**src/rtl/xbus_strobe_pkg.sv**
```systemverilog
package xbus_strobe_pkg;

   localparam int unsigned MC_STATES = 6;
   localparam int unsigned ST_W      = 3;

   // state numbering used by the decoder: 0 is the first state of a cycle
   localparam logic [ST_W-1:0] ST_FIRST  = 3'd0;
   localparam logic [ST_W-1:0] ST_READ_A = 3'd2;
   localparam logic [ST_W-1:0] ST_MID    = 3'd3;
   localparam logic [ST_W-1:0] ST_LAST   = 3'd5;

   typedef struct packed {
      logic xdata;   // data transfer cycle
      logic cread;   // code-table read cycle
      logic fetch;   // external code fetch
      logic tail;    // previous cycle opened a state-6 read pulse
      logic dis;     // latch strobe disable bit
   } mc_flags_t;

endpackage

```
**src/rtl/xbus_mc_timer.sv**
```systemverilog
module xbus_mc_timer
   import xbus_strobe_pkg::*;
#(
   parameter int unsigned CLKS_PER_STATE = 2
) (
   input  logic            clk,
   input  logic            rst_n,
   output logic [ST_W-1:0] st_q,
   output logic [ST_W-1:0] st_nxt,
   output logic            boundary
);

   localparam int unsigned TW = (CLKS_PER_STATE > 1) ? $clog2(CLKS_PER_STATE) : 1;
   localparam logic [TW-1:0] TICK_LAST = TW'(CLKS_PER_STATE - 1);

   logic [TW-1:0] tick_q;
   logic [TW-1:0] tick_nxt;
   logic          last_tick;

   always_comb begin
      last_tick = (tick_q == TICK_LAST);
      tick_nxt  = last_tick ? '0 : tick_q + TW'(1);
      if (!last_tick)
         st_nxt = st_q;
      else if (st_q == ST_LAST)
         st_nxt = ST_FIRST;
      else
         st_nxt = st_q + ST_W'(1);
      boundary = last_tick && (st_q == ST_LAST);
   end

   // reset parks the sequencer on the final clock so release begins a cycle
   always_ff @(posedge clk or negedge rst_n) begin
      if (!rst_n) begin
         st_q   <= ST_LAST;
         tick_q <= TICK_LAST;
      end else begin
         st_q   <= st_nxt;
         tick_q <= tick_nxt;
      end
   end

endmodule

```
**src/rtl/xbus_mc_flags.sv**
```systemverilog
module xbus_mc_flags
   import xbus_strobe_pkg::*;
#(
   parameter logic [7:0] DIS_ADDR = 8'h8E
) (
   input  logic      clk,
   input  logic      rst_n,
   input  logic      boundary,
   input  logic      xdata_i,
   input  logic      cread_i,
   input  logic      ext_fetch_i,
   input  logic      reg_we_i,
   input  logic [7:0] reg_addr_i,
   input  logic      reg_wbit_i,
   output mc_flags_t flg_q,
   output mc_flags_t flg_nxt
);

   always_comb begin
      flg_nxt = flg_q;
      if (reg_we_i && (reg_addr_i == DIS_ADDR))
         flg_nxt.dis = reg_wbit_i;
      if (boundary) begin
         flg_nxt.tail  = flg_q.fetch && !flg_q.xdata;
         flg_nxt.xdata = xdata_i;
         flg_nxt.cread = cread_i;
         flg_nxt.fetch = ext_fetch_i;
      end
   end

   always_ff @(posedge clk or negedge rst_n) begin
      if (!rst_n)
         flg_q <= '0;
      else
         flg_q <= flg_nxt;
   end

endmodule

```
**src/rtl/xbus_strobe_dec.sv**
```systemverilog
module xbus_strobe_dec
   import xbus_strobe_pkg::*;
(
   input  logic [ST_W-1:0] st,
   input  mc_flags_t       flg,
   output logic            ale,
   output logic            psen_n
);

   logic ale_ok;
   logic read_on;

   always_comb begin
      ale_ok  = flg.fetch || !flg.dis || flg.xdata || flg.cread;
      read_on = flg.fetch && !flg.xdata;
      ale     = 1'b0;
      psen_n  = 1'b1;
      unique case (st)
         ST_FIRST: begin
            ale    = ale_ok && !flg.xdata;
            psen_n = !flg.tail;
         end
         ST_READ_A: psen_n = !read_on;
         ST_MID: begin
            ale    = ale_ok;
            psen_n = !read_on;
         end
         ST_LAST: psen_n = !read_on;
         default: ;
      endcase
   end

endmodule

```
**src/rtl/xbus_strobe_gen.sv**
```systemverilog
module xbus_strobe_gen
   import xbus_strobe_pkg::*;
#(
   parameter int unsigned CLKS_PER_STATE = 2,
   parameter logic [7:0]  DIS_ADDR       = 8'h8E,
   parameter bit          REG_OUT        = 1'b1
) (
   input  logic       clk,
   input  logic       rst_n,
   input  logic       xdata_i,
   input  logic       cread_i,
   input  logic       ext_fetch_i,
   input  logic       reg_we_i,
   input  logic [7:0] reg_addr_i,
   input  logic       reg_wbit_i,
   output logic       ale_o,
   output logic       psen_n_o
);

   if (CLKS_PER_STATE < 1) begin : g_bad_cps
      $error("CLKS_PER_STATE must be at least 1");
   end

   logic [ST_W-1:0] st_q;
   logic [ST_W-1:0] st_nxt;
   logic            boundary;
   mc_flags_t       flg_q;
   mc_flags_t       flg_nxt;

   xbus_mc_timer #(.CLKS_PER_STATE(CLKS_PER_STATE)) u_timer (
      .clk      (clk),
      .rst_n    (rst_n),
      .st_q     (st_q),
      .st_nxt   (st_nxt),
      .boundary (boundary)
   );

   xbus_mc_flags #(.DIS_ADDR(DIS_ADDR)) u_flags (
      .clk         (clk),
      .rst_n       (rst_n),
      .boundary    (boundary),
      .xdata_i     (xdata_i),
      .cread_i     (cread_i),
      .ext_fetch_i (ext_fetch_i),
      .reg_we_i    (reg_we_i),
      .reg_addr_i  (reg_addr_i),
      .reg_wbit_i  (reg_wbit_i),
      .flg_q       (flg_q),
      .flg_nxt     (flg_nxt)
   );

   if (REG_OUT) begin : g_reg_out
      // decode the values the next edge loads, then register: glitch-free pins
      logic ale_d;
      logic psen_n_d;

      xbus_strobe_dec u_dec (
         .st     (st_nxt),
         .flg    (flg_nxt),
         .ale    (ale_d),
         .psen_n (psen_n_d)
      );

      always_ff @(posedge clk or negedge rst_n) begin
         if (!rst_n) begin
            ale_o    <= 1'b0;
            psen_n_o <= 1'b1;
         end else begin
            ale_o    <= ale_d;
            psen_n_o <= psen_n_d;
         end
      end
   end else begin : g_comb_out
      xbus_strobe_dec u_dec (
         .st     (st_q),
         .flg    (flg_q),
         .ale    (ale_o),
         .psen_n (psen_n_o)
      );
   end

endmodule

```
**config.mk**
```make
export PLATFORM = sky130hd
export DESIGN_NAME = xbus_strobe_gen
export DESIGN_NICKNAME = d
export VERILOG_FILES = /design/src/rtl/xbus_strobe_pkg.sv /design/src/rtl/xbus_mc_timer.sv /design/src/rtl/xbus_mc_flags.sv /design/src/rtl/xbus_strobe_dec.sv /design/src/rtl/xbus_strobe_gen.sv
export SDC_FILE = /design/constraint.sdc
export NUM_CORES = 1
export LEC_CHECK = 0
export BUFFER_PORTS_ARGS = -buffer_cell sky130_fd_sc_hd__buf_2
export CAP_MARGIN = 20
export CORE_MARGIN = 3
export CORE_UTILIZATION = 39
export CTS_BUF_LIST = sky130_fd_sc_hd__clkbuf_8 sky130_fd_sc_hd__clkbuf_16
export DETAILED_ROUTE_END_ITERATION = 12
export PLACE_DENSITY_LB_ADDON = 0.3
export SLEW_MARGIN = 15
export SYNTH_ARGS = -nofsm -noshare
export SYNTH_HDL_FRONTEND = slang
export SYNTH_SLANG_ARGS = --single-unit
export TNS_END_PERCENT = 30
```
**constraint.sdc**
```tcl
create_clock -name clk -period 3.2 [get_ports clk]
set_input_delay 0.16 -clock clk [delete_from_list [all_inputs] [get_ports clk]]
set_output_delay 0.16 -clock clk [all_outputs]
set_load 0.02 [all_outputs]
```
==> impl_metrics.toml <==
[outcome]
result_of_the_run = "complete, no violations"

[synth]
synthesis.area_um2 = 574
yosys_warnings = 0
mappedNetlistNets = 70
post_synthesis_sequential_area_ratio_pct = 48.8
mean_syn_cell_area_um2 = 10.4
postSynthRegisterBits = 11
netlist-cell-type-count = 26
syn_inst = 55

[floorplan]
initial_utilization_pct = 43.1
ioPinCount = 17
num_rows = 13
floorplan.die.height_um = 44.4
die_x_um = 44.4
core_region_area_mm2 = 0.00133
floorplan.die_area_mm2 = 0.00197

[global_routing]
grt_busiest_layer = "met2"
grt_antenna_before_repair = 0
met1_usage_pct = 16.5
grt_use_total_pct = 13.2
globalRoute.totalOverflow = 0
grtUsageMet2_pct = 21.2
maximum_number_of_pins_on_one_net_before_global_route_repair = 13
grt_first_pass_wirelength_um = 1900
global_routing_usage_on_met3_pct = 3.66
number_of_global_route_vias_before_repair = 456

[cells_and_area]
final_cells = 87
n_antenna_cell = 0
syn_to_final_growth_pct = 24.0
final_nets = 88
final_layout_size_suffix_gt1_share_pct = 41.7
final_design_area_no_fill_um2 = 712

[drt]
antenna_left = 0
dr_total_vias = 461
route.detailed.wl_per_inst_um = 12.3
drt_pass1_iterations = 4
postRouteWirelength_um = 1070
detailedRoute.firstIterationViolations = 13
post_drt_via_cell_ratio = 5.30
remaining_drc_errors = 0

[critical_path]
critical_path.reg2reg.startpoint = "u_timer.st_q[0]"
timing.critical_path.to_type = "register"
cp.arrival_ns = 1.80
timing_worst_setup_path_type = "reg2reg"
setup_slack_reg_to_reg_ns = 1.52
worst_ep_required_ns = 3.32
cp_cell_sequence = "nand4b_1 -> mux2_2 -> nor3_1 -> a21oi_2"
critical_path.max_fanout = 12
worstReg2RegEnd = "ale_o"
timing.critical_path.slowest_cell_delay_ns = 0.63
start_kind = "register"
slowest_stage = "sky130_fd_sc_hd__dfstp_2"
rr_worst_depth = 4

[sta]
number_of_setup_violations_in_the_final_report = 0
slew-limit-headroom_pct = 77.7
timing.fmax_ghz = 0.597
hold_viol = 0
post-route-worst-setup-slack_ns = 1.52
min_period_ns = 1.68
post-route-period-util_pct = 52.4
grt_setup_unrepaired = "no"
drv_slew = 0
timing.clock.skew_ns = 0.00827
worst_pin_slew_ns = 0.334
totalNegativeSetupSlack_ns = 0

[hold_path]
min_path_type = "in2reg"
worst_hold_path.endpoint = "u_flags.flg_q[0]"
holdCritStartpoint = "reg_wbit_i"
worst_hold_path.num_cells = 2

[clock_network]
cts_max_path_buffers = 2
cts.reportedPaths.clkPinSlew_ns = 0.06
ctsRootBufferMaster = "sky130_fd_sc_hd__clkbuf_8"
htree_levels = 1
insertion_delay_ns = 0.24
cts_made_buffers = 3
cts_resized = 0
tritoncts = "done"
total_clock_sinks = 11

[power]
leakagePower_nw = 0.310
power_uw = 308
power_per_cell_area_mw_per_mm2 = 433
ir_worst_vdd_uv = 172

[placement]
place_hpwl_um = 807
place.detailed.instances = 82
dp_worst_setup_slack_ns = 1.53
postPlaceCellArea_um2 = 657
gp_congestion = 0.770
place.port_buffers = 16

[job]
cap_violations = 0
-- state kept, by name, summed over array words and instances (netlist names) --
name,count
u_timer.last_tick,1
u_flags.flg_q,5
psen_n_o,1
u_timer.st_q,3
ale_o,1
-- power breakdown --
part	internal, mW	total [mW]	switching [mW]	leakage, nW
combinational	0.0120	0.0224	0.0104	0.154
sequential	0.144	0.147	0.00246	0.129
clock	0.0843	0.139	0.0547	0.0269
-- Yosys cell counts (all sizes together) --
cell	instances	area, um2
dfrtp	7	175
nand2	7	26.3
mux2	5	60.1
a21oi	4	23.8
dfstp	4	105
o21ai	4	20.0
clkbuf	3	11.3
nand2b	3	18.8
nor3b	3	22.5
a211oi	1	7.51
a311oi	1	8.76
and3	1	6.26
and3b	1	8.76
buf	1	5.00
inv	1	3.75
nand4	1	6.26
nand4b	1	8.76
nor2	1	3.75
nor3	1	5.00
nor4	1	12.5
o32ai	1	8.76
or4	1	7.51
or4b	1	10.0
xor2	1	8.76
-- final cells by class --
class                      instances  area [um2]
clock inverter                     1        3.75
fill                             121         622
sequential                        11         280
multi-input combinational         39         274
inverter                           1        3.75
clock buffer                       3        41.3
tap                               15        18.8
timing repair buffer              17        90.1
-- timing repair --
action / 4_1_cts / 5_1_grt
hold buffers: 1 / 0
endpoints found under the hold margin: 7 / 0
buffers inserted: 0 / 0
-- worst max-delay path: cells and delay by family, from the launching register on --
family	cells	cell delay [ns]
flops	1	0.63
simple gates	2	0.49
mux	1	0.35
compound gates	1	0.08
-- metrics by stage --
step,hold slack [ns],utilization [%]
6_report,0.164,53.4
5_1_grt,0.180,53.4
4_1_cts,0.167,53.4
3_5_place_dp,0.0430,49.2
3_3_place_gp,0.0395,49.2
2_1_floorplan,-0.136,-
-- layer usage --
metal	share of wire, %	wire (um)
met4	1.8	19
met2	46	489
met3	5.2	56
met1	47	510
met5	0	0
-- cell usage in the layout, fill, tap and decap left out, drive strengths merged --
master | Yosys | final
nor4 | 1 | 1
or4b | 1 | 1
nand2b | 3 | 3
nor3 | 1 | 1
nor3b | 3 | 3
a311oi | 1 | 1
o32ai | 1 | 1
nand4b | 1 | 1
a21oi | 4 | 4
buf | 1 | 16
a211oi | 1 | 1
or4 | 1 | 1
nand4 | 1 | 1
and3 | 1 | 1
o21ai | 4 | 4
inv | 1 | 2
dfrtp | 7 | 7
mux2 | 5 | 5
clkbuf | 3 | 3
nor2 | 1 | 1
dlygate4sd3 | 0 | 1
dfstp | 4 | 4
nand2 | 7 | 7
and3b | 1 | 1
xor2 | 1 | 1
-- logic make-up after synthesis --
family          Yosys count  synth area share (%)
flops                    11                  48.8
buf+inv                   5                  3.48
xor+xnor                  1                  1.53
mux                       5                  10.5
compound gates           11                  12.0
simple gates             22                  23.7
-- worst max path at each step --
stage                            startpoint     to  cells after the start
after floorplan           u_timer.last_tick  ale_o                      5
after global placement      u_timer.st_q[0]  ale_o                      4
after detailed placement    u_timer.st_q[0]  ale_o                      4
after CTS                   u_timer.st_q[0]  ale_o                      4
after global routing        u_timer.st_q[0]  ale_o                      4
final                       u_timer.st_q[0]  ale_o                      4
Power figures use the tool's default switching activity.
